===== src/rtl/uart_mon_pkg.sv =====
package uart_mon_pkg;

    localparam int CPB_W   = 16;
    localparam int WORD_W  = 9;
    localparam int NB_W    = 4;
    localparam int CNT_W   = CPB_W + 4;
    localparam int MIN_BITS = 5;
    localparam int NUM_CH  = 2;

    typedef enum logic [2:0] {
        PAR_NONE = 3'd0,
        PAR_ODD  = 3'd1,
        PAR_EVEN = 3'd2,
        PAR_ZERO = 3'd3,
        PAR_ONE  = 3'd4
    } par_mode_e;

    typedef enum logic [2:0] {
        ST_IDLE,
        ST_START,
        ST_DATA,
        ST_PAR,
        ST_STOP
    } chan_state_e;

    typedef struct packed {
        logic [CPB_W-1:0] cpb;
        logic [NB_W-1:0]  nbits;
        par_mode_e        par;
        logic             msb_first;
    } mon_cfg_t;

    typedef struct packed {
        logic              valid;
        logic [WORD_W-1:0] data;
        logic              start_err;
        logic              par_err;
        logic              stop_err;
    } mon_res_t;

    function automatic par_mode_e decode_par(input logic [2:0] code);
        if (code > 3'd4)
            return PAR_NONE;
        return par_mode_e'(code);
    endfunction

    function automatic logic [NB_W-1:0] clamp_bits(input logic [NB_W-1:0] nb);
        if (nb < NB_W'(MIN_BITS))
            return NB_W'(MIN_BITS);
        if (nb > NB_W'(WORD_W))
            return NB_W'(WORD_W);
        return nb;
    endfunction

    function automatic logic parity_good(input par_mode_e mode, input logic pbit,
                                         input logic [WORD_W-1:0] word);
        logic odd_ones;
        odd_ones = (^word) ^ pbit;
        case (mode)
            PAR_ODD:  return odd_ones;
            PAR_EVEN: return !odd_ones;
            PAR_ZERO: return !pbit;
            PAR_ONE:  return pbit;
            default:  return 1'b1;
        endcase
    endfunction

    function automatic logic [WORD_W-1:0] shift_in(input logic [WORD_W-1:0] w,
                                                   input logic b,
                                                   input logic [NB_W-1:0] nb,
                                                   input logic msb);
        logic [WORD_W-1:0] r;
        logic [WORD_W-1:0] wr;
        wr = w >> 1;
        r  = '0;
        if (msb) begin
            r = {w[WORD_W-2:0], b};
        end else begin
            for (int i = 0; i < WORD_W; i++) begin
                if (i == int'(nb) - 1)
                    r[i] = b;
                else if (i < int'(nb) - 1)
                    r[i] = wr[i];
                else
                    r[i] = 1'b0;
            end
        end
        return r;
    endfunction

endpackage


===== src/rtl/uart_mon_sync.sv =====
module uart_mon_sync (
    input  logic clk,
    input  logic rst,
    input  logic din,
    output logic dout
);
    logic meta_q;
    logic sync_q;

    always_ff @(posedge clk) begin
        if (rst) begin
            meta_q <= 1'b0;
            sync_q <= 1'b0;
        end else begin
            meta_q <= din;
            sync_q <= meta_q;
        end
    end

    assign dout = sync_q;
endmodule


===== src/rtl/uart_mon_chan.sv =====
module uart_mon_chan
    import uart_mon_pkg::*;
(
    input  logic     clk,
    input  logic     rst,
    input  logic     line_s,
    input  mon_cfg_t cfg,
    output mon_res_t res
);
    chan_state_e       state_q;
    mon_cfg_t          cfg_q;
    logic [CNT_W-1:0]  cnt_q;
    logic [CNT_W-1:0]  target_q;
    logic [NB_W-1:0]   bit_idx_q;
    logic [WORD_W-1:0] word_q;
    logic [WORD_W-1:0] data_q;
    logic              prev_q;
    logic              prev_ok_q;
    logic              valid_q;
    logic              start_err_q;
    logic              par_err_q;
    logic              stop_err_q;

    logic              fall_edge;
    logic              hit;

    assign fall_edge = prev_ok_q && prev_q && !line_s;
    assign hit       = (cnt_q == target_q);

    always_ff @(posedge clk) begin
        if (rst) begin
            state_q     <= ST_IDLE;
            cfg_q       <= '0;
            cnt_q       <= '0;
            target_q    <= '0;
            bit_idx_q   <= '0;
            word_q      <= '0;
            data_q      <= '0;
            prev_q      <= 1'b0;
            prev_ok_q   <= 1'b0;
            valid_q     <= 1'b0;
            start_err_q <= 1'b0;
            par_err_q   <= 1'b0;
            stop_err_q  <= 1'b0;
        end else begin
            prev_q    <= line_s;
            prev_ok_q <= 1'b1;
            valid_q   <= 1'b0;
            if (state_q == ST_IDLE) begin
                if (fall_edge) begin
                    cfg_q       <= cfg;
                    cnt_q       <= CNT_W'(1);
                    target_q    <= CNT_W'(cfg.cpb >> 1);
                    bit_idx_q   <= '0;
                    word_q      <= '0;
                    start_err_q <= 1'b0;
                    par_err_q   <= 1'b0;
                    stop_err_q  <= 1'b0;
                    state_q     <= ST_START;
                end
            end else begin
                cnt_q <= cnt_q + CNT_W'(1);
                if (hit) begin
                    target_q <= target_q + CNT_W'(cfg_q.cpb);
                    case (state_q)
                        ST_START: begin
                            start_err_q <= line_s;
                            state_q     <= ST_DATA;
                        end
                        ST_DATA: begin
                            word_q <= shift_in(word_q, line_s, cfg_q.nbits, cfg_q.msb_first);
                            if (bit_idx_q == cfg_q.nbits - NB_W'(1)) begin
                                state_q <= (cfg_q.par == PAR_NONE) ? ST_STOP : ST_PAR;
                            end else begin
                                bit_idx_q <= bit_idx_q + NB_W'(1);
                            end
                        end
                        ST_PAR: begin
                            par_err_q <= !parity_good(cfg_q.par, line_s, word_q);
                            state_q   <= ST_STOP;
                        end
                        ST_STOP: begin
                            stop_err_q <= !line_s;
                            valid_q    <= 1'b1;
                            data_q     <= word_q;
                            state_q    <= ST_IDLE;
                        end
                        default: state_q <= ST_IDLE;
                    endcase
                end
            end
        end
    end

    always_comb begin
        res.valid     = valid_q;
        res.data      = data_q;
        res.start_err = start_err_q;
        res.par_err   = par_err_q;
        res.stop_err  = stop_err_q;
    end
endmodule


===== src/rtl/uart_mon_dual.sv =====
module uart_mon_dual
    import uart_mon_pkg::*;
(
    input  logic              clk,
    input  logic              rst,
    input  logic [CPB_W-1:0]  cfg_clks_per_bit,
    input  logic [NB_W-1:0]   cfg_data_bits,
    input  logic [2:0]        cfg_parity,
    input  logic              cfg_msb_first,
    input  logic              rx_line,
    input  logic              tx_line,
    output logic [WORD_W-1:0] rx_data,
    output logic              rx_valid,
    output logic              rx_start_err,
    output logic              rx_parity_err,
    output logic              rx_stop_err,
    output logic [WORD_W-1:0] tx_data,
    output logic              tx_valid,
    output logic              tx_start_err,
    output logic              tx_parity_err,
    output logic              tx_stop_err
);
    mon_cfg_t           cfg_dec;
    logic [NUM_CH-1:0]  line_raw;
    logic [NUM_CH-1:0]  line_sync;
    mon_res_t           res [NUM_CH];

    always_comb begin
        cfg_dec.cpb       = cfg_clks_per_bit;
        cfg_dec.nbits     = clamp_bits(cfg_data_bits);
        cfg_dec.par       = decode_par(cfg_parity);
        cfg_dec.msb_first = cfg_msb_first;
    end

    assign line_raw = {tx_line, rx_line};

    for (genvar ch = 0; ch < NUM_CH; ch++) begin : g_ch
        uart_mon_sync u_sync (
            .clk  (clk),
            .rst  (rst),
            .din  (line_raw[ch]),
            .dout (line_sync[ch])
        );
        uart_mon_chan u_chan (
            .clk    (clk),
            .rst    (rst),
            .line_s (line_sync[ch]),
            .cfg    (cfg_dec),
            .res    (res[ch])
        );
    end

    assign rx_data       = res[0].data;
    assign rx_valid      = res[0].valid;
    assign rx_start_err  = res[0].start_err;
    assign rx_parity_err = res[0].par_err;
    assign rx_stop_err   = res[0].stop_err;
    assign tx_data       = res[1].data;
    assign tx_valid      = res[1].valid;
    assign tx_start_err  = res[1].start_err;
    assign tx_parity_err = res[1].par_err;
    assign tx_stop_err   = res[1].stop_err;
endmodule


===== config.mk =====
export PLATFORM = sky130hd
export DESIGN_NAME = uart_mon_dual
export DESIGN_NICKNAME = d
export VERILOG_FILES = /design/src/rtl/uart_mon_pkg.sv /design/src/rtl/uart_mon_sync.sv /design/src/rtl/uart_mon_chan.sv /design/src/rtl/uart_mon_dual.sv
export SDC_FILE = /design/constraint.sdc
export NUM_CORES = 1
export LEC_CHECK = 0
export BUFFER_PORTS_ARGS = -buffer_cell sky130_fd_sc_hd__buf_2
export CAP_MARGIN = 0
export CORE_AREA = 2 2 173 192
export DETAILED_ROUTE_END_ITERATION = 12
export DIE_AREA = 0 0 175 194
export PLACE_DENSITY = 0.57
export SYNTH_ARGS = -nofsm -noshare
export SYNTH_HDL_FRONTEND = slang
export SYNTH_SLANG_ARGS = --single-unit

===== constraint.sdc =====
create_clock -name clk -period 3.02 [get_ports clk]
set_input_delay 0.302 -clock clk [delete_from_list [all_inputs] [get_ports clk]]
set_output_delay 0.302 -clock clk [all_outputs]
set_load 0.02 [all_outputs]

==> out/qor.csv, run 1 <==
stage,metric,value,unit
run_status,status,completed,
clocking,post_cts_buffers,0,
power_and_ir_drop,power.density,543.1,nW/µm²
worst_setup_path,cp.arrival,2.92,ns
clocking,h-tree-depth,4,
floorplanning,initial_core_util,34.56,%
placed_design,place.gp.congestion,0.8808,
timing,max_slew_margin,39.32,%
clocking,root_buffer,clkbuf_16,
clocking,clock_latency,0.44,ns
timing,rsz0062_at_grt,false,
worst_setup_path,cp-end-kind,flip-flop,
clocking,cts_buffers,17,
global_routing,grt_pass1_wl,48330,µm
global_routing,grtUsageTotal,17.37,%
placed_design,place_hpwl,21300,µm
logic_synthesis,synth.mux.area_fraction,3.481,%
final_layout,diodes,0,
power_and_ir_drop,leakage,4.663,nW
logic_synthesis,synthSimpleGateAreaFrac,24.70,%
worst_setup_path,cp_max_fo,8,
final_layout,num-nets-final,1469,
final_layout,final_cell_mix,"nand2_1 (201), dfxtp_1 (193), nor2_1 (142)",
detailed_routing,via_per_inst,5.327,
timing,drv_slew,0,
detailed_routing,routedWlPerCell,15.86,µm
worst_setup_path,max_stage_delay,0.50,ns
logic_synthesis,async_flop_share,0,%
logic_synthesis,post_synth.cell_area_avg,8.115,µm²
clocking,cts.sinks,193,
worst_setup_path,crit_family,compound AO/OA/AOI/OAI gates,
min_path,hp-class,input pin to flip-flop,
worst_setup_path,cp.required,3.35,ns
worst_setup_path,cp_num_buf_inv,1,
logic_synthesis,synth_edf_count,0,
clocking,clockBufferDepth,2,
global_routing,grt_max_degree,59,
logic_synthesis,ys_seq_area_share,34.90,%
global_routing,antenna_found_initial,0,
detailed_routing,wl,29060,µm
logic_synthesis,synth_seq_cells,193,
floorplanning,ios,54,
detailed_routing,highest_layer,met4,
logic_synthesis,synth_adder_area_share,5.448,%
detailed_routing,drc,0,
global_routing,grt-ovfl-total,0,
logic_synthesis,synth_top_family_by_area,simple AND/OR/NAND/NOR gates,
flow_run,cap_violations,0,
logic_synthesis,synth-compound-area-share,20.23,%
floorplanning,coreArea,32030,µm²
clocking,ctsHoldBuffers,0,
worst_setup_path,worst_setup_path_start_kind,flip-flop,
timing,setup_slack,0.4268,ns
final_layout,drive_gt1_share,12.08,%
detailed_routing,wl_met2,13540,µm
clocking,tritoncts,done,
floorplanning,die-area,33950,µm²
timing,timing.fmax,0.3856,GHz
global_routing,grt_pass1_vias,9254,
detailed_routing,via_count,9765,
timing,hold_violations,0,
detailed_routing,drt-pass1-iter-count,6,
floorplanning,rows,69,
logic_synthesis,synth_fp_nets,1439,
clocking,clk_pin_slew_worst_paths,0.07,ns
placed_design,port-buffer-count,53,
floorplanning,die_w,175,µm
timing,period_minus_slack,2.593,ns
logic_synthesis,ys.flop_type,dfxtp_1,
detailed_routing,wl_met1,13910,µm
detailed_routing,drt_iter0_drc,647,
timing,setup_viol_count_final,0,
floorplanning,dieHeight,194,µm
clocking,ctsResizeCount,0,
timing,finalClockSkew,0.01416,ns
worst_setup_path,slowest_stage,dfxtp_1,
power_and_ir_drop,max-vdd-ir-drop,0.3837,mV
logic_synthesis,synth_cells,1364,
logic_synthesis,ys_warn_count,0,
logic_synthesis,synth_cell_type_count,87,
timing,tns,0,ns
worst_setup_path,path_class,flip-flop to flip-flop,
timing,period_share,85.87,%
detailed_routing,drtAntennaViolNets,0,
final_layout,final_common_cell,nand2_1,
timing,tightest_slew,0.9102,ns
logic_synthesis,synth_area,11070,µm²
placed_design,dp_slack,0.4546,ns
worst_setup_path,path_cells,"inv_1, ha_1, or2_2, o21a_1, o22ai_1, mux2_2, a22oi_1, o2bb2ai_1",
final_layout,area_growth,11.54,%
logic_synthesis,synthXorXnorAreaFrac,7.596,%
detailed_routing,route.met3.wl,1153,µm
[registers in the layout (all words and copies together), names as in the netlist, 6 cells and up]
signal,count
g_ch.u_chan.data_q,18
g_ch.u_chan.bit_idx_q,8
g_ch.u_chan.state_q,6
g_ch.u_chan.cnt_q,40
g_ch.u_chan.target_q,40
g_ch.u_chan.cfg_q,48
g_ch.u_chan.word_q,18
[metrics by stage]
step | utilization (%) | total power (W) | cell area [µm²] | hold WS, ns | std cells
after floorplan | - | 0.004100 | 11070 | 0.4138 | 1364
after global placement | 36.81 | 0.004548 | 11790 | 0.4257 | 1801
after detailed placement | 36.81 | 0.004570 | 11790 | 0.4311 | 1801
after CTS | 38.55 | 0.006759 | 12350 | 0.07402 | 1833
after global routing | 38.55 | 0.007078 | 12350 | 0.07364 | 1833
final | 38.55 | 0.006705 | 12350 | 0.09084 | 1833
[cell usage after synthesis, types with 5 or more instances]
library cell	instances	area share (%)
o2bb2ai_1	5	0.40
nand3b_1	8	0.54
nor3_1	23	1.0
inv_1	29	0.98
o31ai_1	8	0.54
nor4_2	5	0.57
clkbuf_1	43	1.5
o21a_1	11	0.75
nand3_1	42	1.9
nor2_1	142	4.8
a211oi_1	19	1.3
a311oi_2	8	1.1
o211ai_1	14	0.95
or4_1	6	0.41
a32oi_1	6	0.47
xor2_1	39	3.1
a21oi_1	130	5.9
mux2i_1	25	2.3
or2_2	9	0.51
ha_1	45	5.1
nand2_1	201	6.8
and3_1	13	0.73
o21ai_0	51	2.3
a22o_1	5	0.40
a21o_1	9	0.61
and2_1	8	0.45
a31oi_1	12	0.68
dfxtp_1	193	35
xnor2_1	50	4.0
buf_2	16	0.72
nor2b_1	18	1.0
mux2_2	10	1.0
nor3b_1	6	0.41
a22oi_1	7	0.47
nand4_1	18	1.0
or3_1	20	1.1
nand2b_1	7	0.40
[layer usage]
layer / up-vias / GRT usage [%]
li1: 4922 / -
met1: 4623 / 23.63
met2: 194 / 28.66
met3: 26 / 2.216
met4: 0 / 5.216
met5: - / 0
[logic make-up after synthesis]
group | after synthesis
simple gates | 561
compound gates | 337
flops | 193
buf+inv | 97
xor+xnor | 92
fa+ha+maj | 47
mux | 37
[path summary, 6_finish.rpt]
| kind | startpoint | endpoint | slack [ns] | cells past startpoint |
|---|---|---|---|---|
| worst max-delay path | g_ch[1].u_chan.cfg_q[4] | g_ch[1].u_chan.word_q[3] | 0.43 | 8 |
| worst min-delay path | tx_line | g_ch[1].u_sync.meta_q | 0.09 | 2 |
| worst max register to register | g_ch[1].u_chan.cfg_q[4] | g_ch[1].u_chan.word_q[3] | 0.43 | 8 |
| worst min register to register | g_ch[1].u_sync.meta_q | g_ch[1].u_sync.dout | 0.45 | 1 |
[final cells by class]
| class | count | area (µm²) |
|---|---|---|
| timing repair buffer | 78 | 471.7 |
| fill | 3339 | 19680 |
| tap | 426 | 533.0 |
| clock inverter | 14 | 128.9 |
| sequential | 193 | 3864 |
| clock buffer | 18 | 429.2 |
| multi-input combinational | 1074 | 6808 |
| inverter | 30 | 112.6 |
[where the power goes]
part	internal [W]	switching, W	total (W)
sequential	0.00266	0.000138	0.00280
clock	0.00109	0.00110	0.00219
combinational	0.000584	0.00114	0.00172
total	0.00433	0.00238	0.00671
[worst register-to-register path, stage by stage (launching register included)]
cell and delay [ns]:
dfxtp_1 0.50, inv_1 0.15, ha_1 0.30, or2_2 0.33, o21a_1 0.18, o22ai_1 0.37
mux2_2 0.39, a22oi_1 0.17, o2bb2ai_1 0.09
Power figures use the tool's default switching activity.
==> run 2: changes to the inputs <==
PLACE_DENSITY = 0.59   (was 0.57)
TNS_END_PERCENT = 10   (was not set)
clock period = 2.1 ns   (was 3.02 ns; I/O delays follow)
==> run 2 against run 1 <==
The flow now finishes with violations (negative setup slack). Combinational power rose by 100%. Non-clock buffer count up 165. Sequential power grew 42%. First-iteration DRC count fell by 18%.
==> out/qor.csv, run 2 (synthesis results as in run 1) <==
stage,metric,value,unit
placed_design,placed_area,13140,µm²
worst_setup_path,cp.arrival,2.63,ns
clocking,tritoncts,done,
final_layout,num-nets-final,1634,
final_layout,final_common_cell,nand2_1,
detailed_routing,drc,0,
global_routing,grt_pass1_vias,9994,
worst_setup_path,worst_setup_path_start_kind,flip-flop,
detailed_routing,via_count,10400,
clocking,clockBufferDepth,2,
detailed_routing,routedWlPerCell,15.55,µm
run_status,status,"finished, violations left",
worst_setup_path,cp-end-kind,flip-flop,
final_layout,regArea,3899,µm²
final_layout,nFillCells,3159,
timing,period_minus_slack,2.256,ns
floorplanning,die_w,175,µm
final_layout,regMostFlops,g_ch.u_chan.cfg_q,
min_path,hold_depth,3,
timing,tns,-1.806,ns
timing,rsz0062_at_grt,true,
timing,finalClockSkew,0.01599,ns
global_routing,grt-ovfl-total,0,
worst_setup_path,regToRegSetupSlack,-0.16,ns
final_layout,largest_reg_flops,48,
min_path,hp-class,input pin to flip-flop,
worst_setup_path,cp.required,2.48,ns
global_routing,grt_max_degree,39,
worst_setup_path,timing.rr.start,g_ch[0].u_chan.cfg_q[8],
floorplanning,ios,54,
timing,hold_ws,0.03726,ns
clocking,cts.sinks,193,
floorplanning,coreArea,32030,µm²
power_and_ir_drop,power,0.01060,W
power_and_ir_drop,power.density,747.6,nW/µm²
placed_design,place_hpwl,22930,µm
final_layout,utilization,44.27,%
timing,period_share,107.4,%
global_routing,grt_pass1_wl,50740,µm
timing,setup_slack,-0.1559,ns
floorplanning,die-area,33950,µm²
floorplanning,rows,69,
global_routing,grtUsageTotal,18.27,%
final_layout,drive_gt1_share,26.97,%
floorplanning,dieHeight,194,µm
worst_setup_path,reg2regPathDepth,10,
timing,hold_violations,0,
clocking,clk_pin_slew_worst_paths,0.08,ns
floorplanning,initial_core_util,34.56,%
clocking,h-tree-depth,4,
detailed_routing,drtAntennaViolNets,0,
placed_design,place.gp.congestion,0.8656,
power_and_ir_drop,max-vdd-ir-drop,0.5786,mV
worst_setup_path,cp_max_fo,4,
detailed_routing,wl,31070,µm
timing,drv_slew,0,
timing,tightest_slew,0.5147,ns
final_layout,final_cell_mix,"nand2_1 (200), buf_4 (174), dfxtp_1 (173)",
detailed_routing,drt-pass1-iter-count,5,
min_path,holdPathEnd,g_ch[1].u_chan.cfg_q[12],
worst_setup_path,path_class,flip-flop to flip-flop,
detailed_routing,via_per_inst,5.205,
clocking,cts_buffers,17,
run_status,violations,negative setup slack,
final_layout,fin_area,14180,µm²
global_routing,antenna_found_initial,0,
worst_setup_path,reg2reg_to,g_ch[0].u_chan.target_q[16],
power_and_ir_drop,leakage,5.601,nW
final_layout,diodes,0,
timing,setup_viol_count_final,25,
final_layout,area_growth,28.10,%
timing,max_slew_margin,65.44,%
placed_design,port-buffer-count,53,
final_layout,reg_top3,"g_ch.u_chan.cfg_q x48, g_ch.u_chan.cnt_q x40, g_ch.u_chan.target_q x40",
detailed_routing,drt_iter0_drc,530,
timing,timing.fmax,0.4433,GHz
clocking,clock_latency,0.45,ns
min_path,holdCritStartpoint,cfg_clks_per_bit[4],
flow_run,cap_violations,0,
final_layout,multiInputGateArea,7272,µm²
clocking,root_buffer,clkbuf_16,
-- run 2: report_power, final --
group | switching (W) | internal [W]
logic | 0.00197 | 0.00148
clock network | 0.00161 | 0.00155
registers | 0.000159 | 0.00383
-- run 2: worst max-delay path by stage --
stage                                          start                           to  slack, ns  cells after the start
after floorplan           g_ch[0].u_chan.target_q[6]  g_ch[0].u_chan.target_q[15]      -0.05                      8
after global placement       g_ch[0].u_chan.cfg_q[8]  g_ch[0].u_chan.target_q[14]      -0.15                     10
after detailed placement     g_ch[0].u_chan.cfg_q[8]  g_ch[0].u_chan.target_q[14]      -0.22                     10
after CTS                    g_ch[0].u_chan.cfg_q[8]  g_ch[0].u_chan.target_q[18]      -0.14                     10
after global routing         g_ch[0].u_chan.cfg_q[8]  g_ch[0].u_chan.target_q[18]      -0.26                     10
final                        g_ch[0].u_chan.cfg_q[8]  g_ch[0].u_chan.target_q[16]      -0.16                     10
-- run 2: per-stage QoR --
stage	std cells	worst slack [ns]
after floorplan	1364	-0.04625
after global placement	1957	-0.1519
after detailed placement	1957	-0.2207
after CTS	1995	-0.1444
after global routing	1998	-0.2550
final	1998	-0.1559
-- run 2: worst max-delay path, cell delays in order, from the launching register on --
cell and delay, ns:
dfxtp_2 0.36, ha_4 0.13, inv_2 0.03, fa_2 0.34, nor2b_2 0.13, o31a_1 0.22, o32ai_4 0.12, nor2_2 0.11
o21ai_2 0.08, or4_1 0.53, a21oi_2 0.13
-- run 2: final cells by class --
type | instances | area share (%)
Clock buffer | 17 | 3.000
Sequential cell | 193 | 27.50
Clock inverter | 15 | 0.8647
Inverter | 30 | 0.7941
Tap cell | 426 | 3.759
Timing Repair Buffer | 243 | 12.80
Multi-Input combinational cell | 1074 | 51.28
-- run 2: timing repair --
item,in CTS,in global routing
setup buffers,3,3
resized for setup,24,80
hold buffers,3,0
endpoints found under the hold margin,3,0
setup endpoints to repair,45,87
gates cloned,0,0
pin swaps,14,38
-- run 2: per-layer routing --
metal	vias up	GRT usage [%]	wire, µm
met5	-	0	0
met4	0	6.265	705
met3	46	2.059	1078
met2	217	30.35	14560
met1	4883	24.55	14730
li1	5253	-	-
==> run 3: changes to the inputs <==
CORE_AREA = 2 2 176 195   (was 2 2 173 192)
DIE_AREA = 0 0 178 197   (was 0 0 175 194)
PLACE_DENSITY = 0.61   (was 0.59)
SYNTH_HIERARCHICAL = 1   (was not set)
==> run 3 against run 2 <==
The run still ends with negative setup slack left. Largest power group unchanged. Clock skew is 0.0033 ns lower. Worst hold slack worse by 0.0019 ns. Critical path type unchanged. Critical endpoint is now g_ch[0].u_chan/target_q[16]. Utilization is 0.47 points lower. Power increased by 4.9%. Via count rose by 3.9%. Highest routed layer unchanged.
==> out/qor.csv, run 3 <==
stage,metric,value,unit
logic_synthesis,ys_warn_count,6,
logic_synthesis,ys.flop_type,dfxtp_1,
detailed_routing,wl,32590,µm
power_and_ir_drop,p_int,0.007326,W
logic_synthesis,synth_top_area_cell,dfxtp_1,
floorplanning,ios,54,
global_routing,gr-usage-met3,2.623,%
logic_synthesis,synth_cell_type_count,80,
global_routing,antenna_found_initial,1,
final_layout,regMostFlops,g_ch.u_chan/cfg_q,
final_layout,largest_reg_flops,48,
global_routing,busiest_layer,met2,
clocking,cts.sinks,194,
timing,drv_slew,0,
clocking,clock_latency,0.45,ns
power_and_ir_drop,max-vdd-ir-drop,0.6474,mV
global_routing,grt_max_degree,112,
logic_synthesis,synth_most_common_cell,nand2_1,
clocking,cts_buffers,17,
final_layout,area_growth,26.90,%
clocking,clk_pin_slew_worst_paths,0.07,ns
logic_synthesis,synth_top_cell_area_share,34.08,%
logic_synthesis,netlist_top_cells_area,"dfxtp_1 (34%), nand2_1 (7.4%), a21oi_1 (6.1%), ha_1 (5.0%), xnor2_1 (4.8%)",
power_and_ir_drop,seqPwrFrac,36.8,%
clocking,clockBufferDepth,2,
clocking,root_buffer,clkbuf_16,
logic_synthesis,synth_area,11400,µm²
min_path,holdCritStartpoint,cfg_clks_per_bit[0],
global_routing,grt_pass1_wl,52470,µm
logic_synthesis,async_flop_share,0,%
worst_setup_path,worst_setup_path_start_kind,flip-flop,
timing,rsz0062_at_grt,true,
final_layout,reg_top3,"g_ch.u_chan/cfg_q x48, g_ch.u_chan/cnt_q x40, g_ch.u_chan/target_q x40",
detailed_routing,drtAntennaViolNets,0,
global_routing,grt_pass1_vias,10400,
detailed_routing,via_count,10810,
timing,setup_viol_count_final,14,
worst_setup_path,regToRegSetupSlack,-0.10,ns
min_path,hold_depth,3,
floorplanning,dieHeight,197,µm
detailed_routing,drc,0,
floorplanning,rows,70,
power_and_ir_drop,switching_share,34.09,%
placed_design,place.gp.congestion,0.8820,
detailed_routing,via_per_inst,5.258,
logic_synthesis,post_synth.cell_area_avg,7.942,µm²
timing,finalClockSkew,0.01270,ns
global_routing,grtUsageTotal,18.73,%
run_status,violations,negative setup slack,
worst_setup_path,path_class,flip-flop to flip-flop,
detailed_routing,drt_iter0_drc,627,
global_routing,grt-ovfl-total,0,
logic_synthesis,synth_fp_nets,1511,
final_layout,drive_gt1_share,27.62,%
worst_setup_path,cp.required,2.49,ns
timing,hold_violations,0,
final_layout,final_cell_mix,"nand2_1 (222), buf_4 (179), dfxtp_1 (166)",
clocking,h-tree-depth,4,
worst_setup_path,cp.arrival,2.59,ns
power_and_ir_drop,pwr-share-clk,29.6,%
logic_synthesis,synth_edf_count,0,
power_and_ir_drop,p_sw,0.003789,W
power_and_ir_drop,leakage,5.829,nW
detailed_routing,routedWlPerCell,15.86,µm
run_status,status,"finished, violations left",
worst_setup_path,timing.rr.start,g_ch[0].u_chan/cfg_q[8],
logic_synthesis,yosys-top-cells-count,"nand2_1 (224), dfxtp_1 (194), nor2_1 (141)",
timing,period_minus_slack,2.203,ns
timing,setup_slack,-0.1032,ns
power_and_ir_drop,p_comb_share,33.6,%
floorplanning,coreArea,33020,µm²
detailed_routing,drt-pass1-iter-count,5,
power_and_ir_drop,power,0.01112,W
worst_setup_path,reg2reg_to,g_ch[0].u_chan/target_q[16],
floorplanning,die-area,35070,µm²
placed_design,place_hpwl,24070,µm
floorplanning,initial_core_util,34.52,%
timing,hold_ws,0.03532,ns
timing,max_slew_margin,58.99,%
flow_run,cap_violations,0,
global_routing,grt_use_met1,23.40,%
min_path,hp-class,input pin to flip-flop,
logic_synthesis,ys_seq_area_share,34.08,%
placed_design,port-buffer-count,53,
worst_setup_path,cp-end-kind,flip-flop,
final_layout,num-nets-final,1685,
min_path,holdPathEnd,g_ch[0].u_chan/cfg_q[8],
timing,tightest_slew,0.6139,ns
final_layout,nFillCells,3241,
clocking,tritoncts,done,
power_and_ir_drop,power.density,768.6,nW/µm²
final_layout,final_common_cell,nand2_1,
timing,timing.fmax,0.4539,GHz
logic_synthesis,synth_seq_cells,194,
worst_setup_path,reg2regPathDepth,10,
logic_synthesis,synth_cells,1435,
timing,period_share,104.9,%
global_routing,grtUsageMet2,31.68,%
worst_setup_path,cp_max_fo,3,
floorplanning,die_w,178,µm
-- run 3: cell types whose count changed in the layout (fill, tap and decap cells not counted), sizes merged, moves of 6 or more --
| cell | change |
|---|---|
| nand2 | +22 |
| or2 | +15 |
| a211oi | -14 |
| o21ai | -12 |
| xnor2 | +12 |
| nand3 | +11 |
| or3 | -11 |
| nor2b | +10 |
| a21oi | +6 |
| mux2 | +6 |
| mux2i | +6 |
-- run 3: cell families (layout without fill, tap and decap cells) --
logic type,Yosys count,after routing,share of synthesized area [%]
XOR/XNOR,100,100,7.871
adder cells (fa/ha/maj),48,48,5.401
buffers and inverters,114,301,4.380
AO/OA/AOI/OAI,306,306,17.02
other,0,1,0
flip-flops,194,194,34.08
AND/OR/NAND/NOR,624,624,26.75
multiplexers,49,49,4.501
-- run 3: power by group through the flow --
stage	Combinational [W]	Clock (W)	Sequential, W
6_report	0.00374	0.00329	0.00409
5_1_grt	0.00401	0.00353	0.00411
4_1_cts	0.00357	0.00339	0.00407
3_5_place_dp	0.00343	0	0.00415
3_3_place_gp	0.00339	0	0.00414
2_1_floorplan	0.00196	0	0.00411
-- run 3: through the flow --
step                setup slack, ns  area (µm²)  std cells  utilization, %  TNS [ns]
floorplan                  -0.02894       11540       1435               -  -0.08907
global placement            -0.1359       13360       2013           40.47    -2.580
detailed placement          -0.2060       13360       2013           40.47    -4.741
CTS                        -0.08883       14180       2052           42.94   -0.6746
global route                -0.1836       14460       2055           43.80    -4.161
finish                      -0.1032       14460       2055           43.80   -0.3361
-- run 3: how the worst max path moves through the flow --
stage / startpoint / to / slack, ns
after floorplan: g_ch[0].u_chan/target_q[0] / g_ch[0].u_chan/target_q[16] / -0.03
after global placement: g_ch[1].u_chan/target_q[0] / g_ch[1].u_chan/target_q[18] / -0.14
after detailed placement: g_ch[1].u_chan/target_q[0] / g_ch[1].u_chan/target_q[18] / -0.21
after CTS: g_ch[1].u_chan/cfg_q[19] / g_ch[1].u_chan/target_q[17] / -0.09
after global routing: g_ch[0].u_chan/target_q[0] / g_ch[0].u_chan/target_q[16] / -0.18
final: g_ch[0].u_chan/cfg_q[8] / g_ch[0].u_chan/target_q[16] / -0.10
-- run 3: repair_timing --
item	in CTS	in global routing
setup buffers	5	2
setup endpoints to repair	66	92
hold endpoints to repair	2	0
hold buffers	2	0
resized for setup	50	68
pin swaps	22	30
-- run 3: critical path: stages (launching register included) --
cell,delay [ns]
dfxtp_2,0.35
ha_4,0.14
inv_2,0.04
fa_2,0.34
nand2b_4,0.15
a21o_1,0.19
a21oi_2,0.19
nand4_1,0.11
and3_4,0.17
or4_1,0.39
nand2_1,0.08
-- run 3: cell type report --
type                            instances  area, µm²  share of cell area (%)
Tap cell                              432      540.5                   3.737
Clock buffer                           18      439.2                   3.037
Inverter                               25      93.84                  0.6488
Clock inverter                         14      145.1                   1.004
Antenna cell                            1      2.502                 0.01730
Multi-Input combinational cell       1127       7532                   52.08
Timing Repair Buffer                  244       1783                   12.33
Sequential cell                       194       3926                   27.15
-- run 3: per-layer routing --
layer / part of all wire [%] / wire length (µm)
met1: 45 / 14760
met3: 3.0 / 988
met5: 0 / 0
met4: 3.6 / 1175
met2: 48 / 15670
